**src/rtl/frd_pkg.sv**
```systemverilog
package frd_pkg;
  typedef struct packed {
    logic capture;  // decode the current request into the response registers
    logic load;     // write the selected limit register
  } frdStrobes_t;
endpackage

```
**src/rtl/frd_ctrl.sv**
```systemverilog
module frd_ctrl
  import frd_pkg::*;
#(
  parameter int NUM_DEV = 4,
  localparam int IDX_W = (NUM_DEV > 1) ? $clog2(NUM_DEV) : 1
) (
  input  logic             clk,
  input  logic             rstN,
  input  logic             cfgWrEn,
  input  logic [IDX_W-1:0] cfgWrSel,
  input  logic             reqValid,
  output frdStrobes_t      strb,
  output logic             rspValid
);
  always_comb begin
    strb.capture = reqValid;
    strb.load    = cfgWrEn && (32'(cfgWrSel) < NUM_DEV);
  end

  always_ff @(posedge clk) begin
    if (!rstN) rspValid <= 1'b0;
    else       rspValid <= reqValid;
  end

  // response valid follows a request by exactly one cycle
  assert_valid_latency_R8: assert property (@(posedge clk) disable iff (!rstN)
    reqValid |=> rspValid);
  assert_valid_idle_R8: assert property (@(posedge clk) disable iff (!rstN)
    !reqValid |=> !rspValid);
endmodule

```
**src/rtl/frd_path.sv**
```systemverilog
module frd_path
  import frd_pkg::*;
#(
  parameter int ADDR_W = 24,
  parameter logic [ADDR_W-1:0] MEM_BASE = 24'h10_0000,
  parameter int NUM_BUS = 2,
  parameter int CS_PER_BUS = 2,
  localparam int NUM_DEV = NUM_BUS * CS_PER_BUS,
  localparam int IDX_W = (NUM_DEV > 1) ? $clog2(NUM_DEV) : 1,
  localparam int BUS_W = (NUM_BUS > 1) ? $clog2(NUM_BUS) : 1,
  localparam int CS_W  = (CS_PER_BUS > 1) ? $clog2(CS_PER_BUS) : 1
) (
  input  logic               clk,
  input  logic               rstN,
  input  frdStrobes_t        strb,
  input  logic [IDX_W-1:0]   wrSel,
  input  logic [ADDR_W-1:0]  wrData,
  input  logic [ADDR_W-1:0]  reqAddr,
  output logic [NUM_DEV-1:0] rspSel,
  output logic [BUS_W-1:0]   rspBus,
  output logic [CS_W-1:0]    rspCs,
  output logic [ADDR_W-1:0]  rspOffset,
  output logic               rspMiss
);
  logic [ADDR_W-1:0] bound [NUM_DEV];
  logic [NUM_DEV-1:0] below;

  // One limit register and one comparator per device
  for (genvar g = 0; g < NUM_DEV; g++) begin : g_dev
    always_ff @(posedge clk) begin
      if (!rstN)
        bound[g] <= MEM_BASE;
      else if (strb.load && (wrSel == IDX_W'(g)))
        bound[g] <= wrData;
    end
    assign below[g] = reqAddr < bound[g];
  end

  logic              found;
  logic [IDX_W-1:0]  winIdx;
  logic [ADDR_W-1:0] regStart;
  logic [ADDR_W-1:0] prevTop;
  logic              inWindow;

  // Priority scan: the first limit above the address wins, and its start is
  // the limit before it
  always_comb begin
    found    = 1'b0;
    winIdx   = '0;
    regStart = MEM_BASE;
    prevTop  = MEM_BASE;
    for (int i = 0; i < NUM_DEV; i++) begin
      if (!found && below[i]) begin
        found    = 1'b1;
        winIdx   = IDX_W'(i);
        regStart = prevTop;
      end
      prevTop = bound[i];
    end
    inWindow = reqAddr >= MEM_BASE;
  end

  logic hitNow;
  assign hitNow = found && inWindow;

  always_ff @(posedge clk) begin
    if (!rstN || !strb.capture) begin
      rspSel    <= '0;
      rspBus    <= '0;
      rspCs     <= '0;
      rspOffset <= '0;
      rspMiss   <= 1'b0;
    end else if (hitNow) begin
      rspSel    <= NUM_DEV'(1) << winIdx;
      rspBus    <= BUS_W'(32'(winIdx) / CS_PER_BUS);
      rspCs     <= CS_W'(32'(winIdx) % CS_PER_BUS);
      rspOffset <= reqAddr - regStart;
      rspMiss   <= 1'b0;
    end else begin
      rspSel    <= '0;
      rspBus    <= '0;
      rspCs     <= '0;
      rspOffset <= '0;
      rspMiss   <= 1'b1;
    end
  end

  // never more than one device selected
  assert_sel_onehot_R3: assert property (@(posedge clk) disable iff (!rstN)
    $onehot0(rspSel));
  // a miss carries no select and no offset
  assert_miss_quiet_R7: assert property (@(posedge clk) disable iff (!rstN)
    rspMiss |-> (rspSel == '0 && rspOffset == '0));
  // nothing is driven after a cycle without a request
  assert_idle_quiet_R8: assert property (@(posedge clk) disable iff (!rstN)
    !strb.capture |=> (rspSel == '0 && !rspMiss));
  // bus and chip-select numbers agree with the select bit
  for (genvar g = 0; g < NUM_DEV; g++) begin : g_chk
    assert_bus_cs_R4: assert property (@(posedge clk) disable iff (!rstN)
      rspSel[g] |-> (rspBus == BUS_W'(g / CS_PER_BUS) && rspCs == CS_W'(g % CS_PER_BUS)));
  end
endmodule

```
**src/rtl/flash_region_decoder.sv**
```systemverilog
module flash_region_decoder
  import frd_pkg::*;
#(
  parameter int ADDR_W = 24,
  parameter logic [ADDR_W-1:0] MEM_BASE = 24'h10_0000,
  parameter int NUM_BUS = 2,
  parameter int CS_PER_BUS = 2,
  localparam int NUM_DEV = NUM_BUS * CS_PER_BUS,
  localparam int IDX_W = (NUM_DEV > 1) ? $clog2(NUM_DEV) : 1,
  localparam int BUS_W = (NUM_BUS > 1) ? $clog2(NUM_BUS) : 1,
  localparam int CS_W  = (CS_PER_BUS > 1) ? $clog2(CS_PER_BUS) : 1
) (
  input  logic               clk,
  input  logic               rstN,
  input  logic               cfgWrEn,
  input  logic [IDX_W-1:0]   cfgWrSel,
  input  logic [ADDR_W-1:0]  cfgWrData,
  input  logic               reqValid,
  input  logic [ADDR_W-1:0]  reqAddr,
  output logic               rspValid,
  output logic [NUM_DEV-1:0] rspSel,
  output logic [BUS_W-1:0]   rspBus,
  output logic [CS_W-1:0]    rspCs,
  output logic [ADDR_W-1:0]  rspOffset,
  output logic               rspMiss
);
  frdStrobes_t strb;

  frd_ctrl #(.NUM_DEV(NUM_DEV)) u_ctrl (
    .clk(clk), .rstN(rstN), .cfgWrEn(cfgWrEn), .cfgWrSel(cfgWrSel),
    .reqValid(reqValid), .strb(strb), .rspValid(rspValid)
  );

  frd_path #(.ADDR_W(ADDR_W), .MEM_BASE(MEM_BASE), .NUM_BUS(NUM_BUS),
             .CS_PER_BUS(CS_PER_BUS)) u_path (
    .clk(clk), .rstN(rstN), .strb(strb), .wrSel(cfgWrSel), .wrData(cfgWrData),
    .reqAddr(reqAddr), .rspSel(rspSel), .rspBus(rspBus), .rspCs(rspCs),
    .rspOffset(rspOffset), .rspMiss(rspMiss)
  );

  // a select or a miss only ever comes with a valid response
  assert_out_needs_valid_R8: assert property (@(posedge clk) disable iff (!rstN)
    (rspSel != '0 || rspMiss) |-> rspValid);
  // a valid response either selects a device or reports a miss
  assert_resp_decided_R7: assert property (@(posedge clk) disable iff (!rstN)
    rspValid |-> ((rspSel != '0) != rspMiss));
endmodule

```
**config.mk**
```make
export PLATFORM = sky130hd
export DESIGN_NAME = flash_region_decoder
export DESIGN_NICKNAME = d
export VERILOG_FILES = /design/src/rtl/frd_pkg.sv /design/src/rtl/frd_ctrl.sv /design/src/rtl/frd_path.sv /design/src/rtl/flash_region_decoder.sv
export SDC_FILE = /design/constraint.sdc
export NUM_CORES = 1
export LEC_CHECK = 0
export BUFFER_PORTS_ARGS = -buffer_cell sky130_fd_sc_hd__clkbuf_2
export CORE_AREA = 2 2 125 127
export CTS_CLUSTER_DIAMETER = 120
export DETAILED_ROUTE_END_ITERATION = 6
export DIE_AREA = 0 0 127 129
export GPL_TIMING_DRIVEN = 0
export PLACE_DENSITY = 0.75
export SLEW_MARGIN = 20
export SYNTH_ARGS = -nofsm -noshare
export SYNTH_HDL_FRONTEND = slang
export SYNTH_HIERARCHICAL = 1
export SYNTH_SLANG_ARGS = --single-unit
```
**constraint.sdc**
```tcl
create_clock -name clk -period 6.81 [get_ports clk]
set_input_delay 1.0215 -clock clk [delete_from_list [all_inputs] [get_ports clk]]
set_output_delay 1.0215 -clock clk [all_outputs]
set_load 0.005 [all_outputs]
```
==> impl_metrics.toml, run 1 <==
[outcome]
run_status = "completed"

[die]
die_w_um = 127
core_area_um2 = 15000
num_rows = 45
ios = 86
die_h_um = 129
dieArea_um2 = 16400
initial_core_util_pct = 54.6

[hold_path]
hold_path.class = "flip-flop to flip-flop"

[global_route]
grt_pass1_wl_um = 31900
grt_pass1_vias = 6028
grt_max_degree = 18
grt_use_total_pct = 25.7
overflow = 0
grt_antenna_before_repair = 0

[routing]
top_layer = "met4"
num_vias = 6417
vias_per_cell = 5.77
route.met3.wl_um = 1610
drcViolationCount = 0
routedWlPerCell_um = 18.1
initialDrtViolationCount = 786
wl_met1_um = 9180
dr.pass1.iters = 6
wl_met2_um = 9010
postRouteAntennaNets = 0
wirelength_um = 20100

[critical_path]
cp.arrival_ps = 6720
path_cells = "clkbuf_2, ha_1, a2111oi_0, nand2_1, a31oi_1, o211a_1, a211oi_1, nor4_2, buf_2, a222oi_1, ha_1, a21o_1, a21o_1, a211o_1, o21ai_1, a21oi_1, o311a_1, o21ai_1, nor4b_1, nor4_2"
cpPeakStageDelay_ps = 600
required_ps = 7110
cp_max_fo = 10
crit_path_start_kind = "input port"
crit_type = "input port to flip-flop"
endpoint_kind = "flip-flop"
slowest_stage = "nor4_2"
rrSetupSlack_ps = 860

[power_and_ir_drop]
p_clk_share_pct = 35.5
p_per_area_nw_per_um2 = 245
sequentialPowerShare_pct = 40.0
total_power_mw = 2.33
switchingPower_uw = 700
peakVddDrop_mv = 0.188
p_sw_share_pct = 30.1
cellInternalPower_mw = 1.63
p_leak_nw = 4.30
combPwrFrac_pct = 24.5

[timing]
period_share_pct = 94.2
hold_slack_ps = 786
finalCriticalPeriod_ps = 6420
finClkSkew_ps = 10.5
max_slew_margin_pct = 51.8
hold_viol = 0
setup_ws_ps = 394
rsz0062_at_grt = "no"
finalSetupTns_ps = 0
setup_viol_count_final = 0
fmax_mhz = 156
slew_violations = 0
max_slew.worst_pin.slew_ps = 723

[cts]
ctsResizeCount = 0
htreeDepth = 4
cts_buffers = 17
clock-sinks = 128
clk_latency_ps = 430
cts.hold.buffers_added = 0
clkTransAtPathRegs_ps = 60
post-cts-setup-buffers = 0
clockBufferDepth = 2
cts_root_buf = "clkbuf_16"
cts_tree = "yes"

[logic_synthesis]
synthesis.nets = 975
yosys.cell_types.count = 54
async_flop_share_pct = 0
syn_area_per_cell_um2 = 10.2
synth_cells = 805
synth_flop_cell = "edfxtp_1"
synth_area_um2 = 8170
synth_edf_count = 96
ys_warn_count = 6
ys_seq_area_share_pct = 43.1
synth_seq_cells = 128

[layout]
fin_nets = 1082
drive_gt1_share_pct = 14.6
instances_no_fill = 1113
syn2layout_area_growth_pct = 16.4
diodes = 0

[place]
io_buffer_count = 84
gp_congestion = 0.917
place_worst_setup_slack_ps = 125
place_inst = 1081
dp_hpwl_um = 15200

[job]
drv_cap = 0
[synth_stat cells (15+ instances only)]
master    number  area (um2)
edfxtp_1      96        2880
and2_1        93         582
inv_1        106         398
nand2_1       38         143
a21o_1        21         158
dfxtp_1       32         641
ha_1         115        1440
clkbuf_1      16        60.1
o21ai_0       28         140
nor3_1        15        75.1
nor2_1        42         158
a21oi_1       43         215
a222oi_1      23         230
[power by group through the flow]
| stage | logic (mW) | clock network, mW | registers, mW |
|---|---|---|---|
| after floorplan | 0.374 | 0 | 0.944 |
| after global placement | 0.531 | 0 | 0.949 |
| after detailed placement | 0.556 | 0 | 0.946 |
| after CTS | 0.564 | 0.832 | 0.930 |
| after global routing | 0.636 | 0.866 | 0.936 |
| final | 0.570 | 0.827 | 0.931 |
[final timing paths]
kind,start,endpoint,depth (start not counted)
setup / recovery,reqAddr[22],u_path/rspOffset[21],20
hold / removal,u_path/bound[0][0],u_path/rspOffset[0],4
setup reg to reg,u_path/bound[1][46],u_path/rspOffset[21],20
hold reg to reg,u_path/bound[0][0],u_path/rspOffset[0],4
[layer usage]
layer	vias up	GRT usage [%]
met3	25	4.32
met1	3023	37.1
met4	0	7.76
li1	3123	-
met2	246	40.1
met5	-	0
[worst max-delay path: cells and delay by family]
family,cells,cell delay (ps)
compound gates,12,3230
simple gates,4,1140
fa+ha+maj,2,790
buf+inv,2,530
[cells by family after synthesis]
| family | share of synthesized area (%) |
|---|---|
| simple gates | 16.4 |
| buf+inv | 6.15 |
| mux | 0.245 |
| xor+xnor | 1.18 |
| flops | 43.1 |
| compound gates | 15.1 |
| fa+ha+maj | 17.8 |
[metrics by stage]
step           area [um2]  utilization, %
6_report             9520            63.5
5_1_grt              9520            63.5
4_1_cts              9520            63.5
3_5_place_dp         8980            60.0
3_3_place_gp         8830            59.0
2_1_floorplan        8170               -
[final cells by class]
class	count	area [um2]
clock inverters	13	97.6
fillers	1254	5460
repair buffers	88	531
flip-flops and latches	128	3520
multi-input cells	547	4190
well taps	188	235
plain buffers	24	105
clock buffers	19	433
inverters	106	398
[sequential cells by signal, summed over array words and instances, names as in the netlist]
signal and flops:
u_path/bound 96, u_path/rspOffset 24, u_path/rspSel 4, u_ctrl/rspValid 1
u_path/rspBus 1, u_path/rspCs 1, u_path/rspMiss 1
[placed cells by master, fill, tap and decap left out, drive strengths merged, types with 6 or more instances in the layout]
cell,n
and2,93
ha,115
a211oi,12
nand3,12
dfxtp,32
clkbuf,119
inv,106
nand4,8
a21oi,43
o21ai,32
buf,12
clkinv,9
a222oi,23
a21o,21
nand2,38
nor2,42
a31oi,8
edfxtp,96
nor3,16
nand2b,12
xor2,6
(Power assumes the default switching activity.)
==> run 2: changes to the inputs <==
--- a/config.mk
+++ b/config.mk
@@ -6,12 +6,14 @@
 export NUM_CORES = 1
 export LEC_CHECK = 0
 export BUFFER_PORTS_ARGS = -buffer_cell sky130_fd_sc_hd__clkbuf_2
-export CORE_AREA = 2 2 125 127
+export CELL_PAD_IN_SITES_DETAIL_PLACEMENT = 1
+export CELL_PAD_IN_SITES_GLOBAL_PLACEMENT = 1
+export CORE_AREA = 2 2 135 137
 export CTS_CLUSTER_DIAMETER = 120
 export DETAILED_ROUTE_END_ITERATION = 6
-export DIE_AREA = 0 0 127 129
+export DIE_AREA = 0 0 137 139
 export GPL_TIMING_DRIVEN = 0
-export PLACE_DENSITY = 0.75
+export PLACE_DENSITY_LB_ADDON = 0.1
 export SLEW_MARGIN = 20
 export SYNTH_ARGS = -nofsm -noshare
 export SYNTH_HDL_FRONTEND = slang
==> constraint.sdc (replaced) <==
create_clock -name clk -period 6.81 [get_ports clk]
set_input_delay 1.0215 -clock clk [delete_from_list [all_inputs] [get_ports clk]]
set_output_delay 1.0215 -clock clk [all_outputs]
set_load 0.05 [all_outputs]
==> impl_metrics.toml, run 2 (same netlist as run 1, synthesis figures left out) <==
[cts]
htreeDepth = 4
clk_latency_ps = 420
cts_buffers = 17
cts_root_buf = "clkbuf_16"
clkTransAtPathRegs_ps = 60
cts.hold.buffers_added = 0
post-cts-setup-buffers = 0
clock-sinks = 128
ctsResizeCount = 0
clockBufferDepth = 2
cts_tree = "yes"

[global_route]
grt_max_degree = 18
grt_antenna_before_repair = 0
grt_pass1_vias = 7083
grt_use_total_pct = 26.6
overflow = 0
grt_pass1_wl_um = 37900

[timing]
period_share_pct = 94.5
setup_ws_ps = 371
slew_violations = 0
finClkSkew_ps = 7.83
finalCriticalPeriod_ps = 6440
rsz0062_at_grt = "no"
hold_viol = 0
fmax_mhz = 155
max_slew_margin_pct = 53.7
setup_viol_count_final = 0
max_slew.worst_pin.slew_ps = 691
hold_slack_ps = 816

[routing]
wirelength_um = 24600
drcViolationCount = 0
initialDrtViolationCount = 556
top_layer = "met4"
wl_met2_um = 11900
routedWlPerCell_um = 21.3
wl_met1_um = 11000
vias_per_cell = 5.81
dr.pass1.iters = 7
route.met3.wl_um = 1180
postRouteAntennaNets = 0
num_vias = 6704

[critical_path]
endpoint_kind = "flip-flop"
required_ps = 7110
cp.arrival_ps = 6740
ff2ff_path_depth = 20
r2r_start = "u_path/bound[1][46]"
cp_max_fo = 10
crit_type = "input port to flip-flop"
rr_endpoint = "u_path/rspOffset[21]"
rrSetupSlack_ps = 870
crit_path_start_kind = "input port"

[place]
place_worst_setup_slack_ps = -4.91
dp_hpwl_um = 18800
io_buffer_count = 84
gp_congestion = 0.855

[power_and_ir_drop]
peakVddDrop_mv = 0.186
p_per_area_nw_per_um2 = 265
total_power_mw = 2.55
p_leak_nw = 4.34

[layout]
nFillCells = 1993
multiInputGateArea_um2 = 4190
syn2layout_area_growth_pct = 17.9
largest_reg_flops = 96
top_regs = "u_path/bound (96), u_path/rspOffset (24), u_path/rspSel (4)"
area.sequential_um2 = 3520
final_cell_mix = "ha_1, inv_1, edfxtp_1, and2_1, clkbuf_2"
diodes = 0
top_register = "u_path/bound"
drive_gt1_share_pct = 14.5
layout_commonest_cell = "ha_1"
fin_nets = 1082

[die]
ios = 86
core_area_um2 = 17700
die_h_um = 139
dieArea_um2 = 19000
num_rows = 49
initial_core_util_pct = 46.3
die_w_um = 137

[hold_path]
hold_path_depth = 4
hp-start = "u_path/bound[0][0]"
hold_path.class = "flip-flop to flip-flop"
holdPathEnd = "u_path/rspOffset[0]"

[job]
drv_cap = 0

[outcome]
run_status = "completed"
run 2: changes by cell type in the layout (fill, tap and decap cells not counted):
cell        before  now
clkinv_1         3    6
clkbuf_1        18   16
clkinv_2         5    3
bufinv_16        1    4
clkinvlp_4       3    1
run 2: critical path: stages:
cell and delay, ps:
clkbuf_2 190, ha_1 350, a2111oi_0 560, nand2_1 100
a31oi_1 350, o211a_1 230, a211oi_1 80, nor4_2 580
buf_2 380, a222oi_1 190, ha_1 430, a21o_1 210
a21o_1 180, a211o_1 290, o21ai_1 270, a21oi_1 190
o311a_1 400, o21ai_1 280, nor4b_1 330, nor4_2 100
run 2: stage by stage:
step | utilization, % | instances | TNS [ps] | instance area (um2)
final | 54.6 | 1154 | 0 | 9640
after global routing | 54.6 | 1154 | 0 | 9640
after CTS | 54.6 | 1154 | 0 | 9640
after detailed placement | 51.2 | 1122 | -4.91 | 9040
after global placement | 50.3 | 1118 | 0 | 8880
after floorplan | - | 805 | 0 | 8170
run 2: area by class of cell:
cell class              instances  area share, %
plain buffers                  24           1.09
clock buffers                  17           4.42
clock inverters                15           1.80
inverters                     106           4.13
multi-input cells             547           43.5
flip-flops and latches        128           36.6
well taps                     229           2.97
repair buffers                 88           5.51
run 2: worst max-delay path by stage:
stage | from | end | slack (ps) | cells past startpoint
after floorplan | reqAddr[22] | u_path/rspOffset[21] | 1530 | 19
after global placement | reqAddr[22] | u_path/rspOffset[21] | 90 | 20
after detailed placement | reqAddr[22] | u_path/rspOffset[21] | -5 | 20
after CTS | reqAddr[22] | u_path/rspOffset[21] | 420 | 20
after global routing | reqAddr[22] | u_path/rspOffset[21] | 50 | 20
final | reqAddr[22] | u_path/rspOffset[21] | 370 | 20
run 2: routing by layer:
metal  up-vias  track usage [%]
li1       3124                -
met1      3366             34.9
met2       179             44.5
met3        35             4.28
met4         0             9.01
met5         -                0
run 2: where the power goes:
part	internal (mW)	switching, mW
clock network	0.602	0.341
registers	0.905	0.0280
logic	0.233	0.441
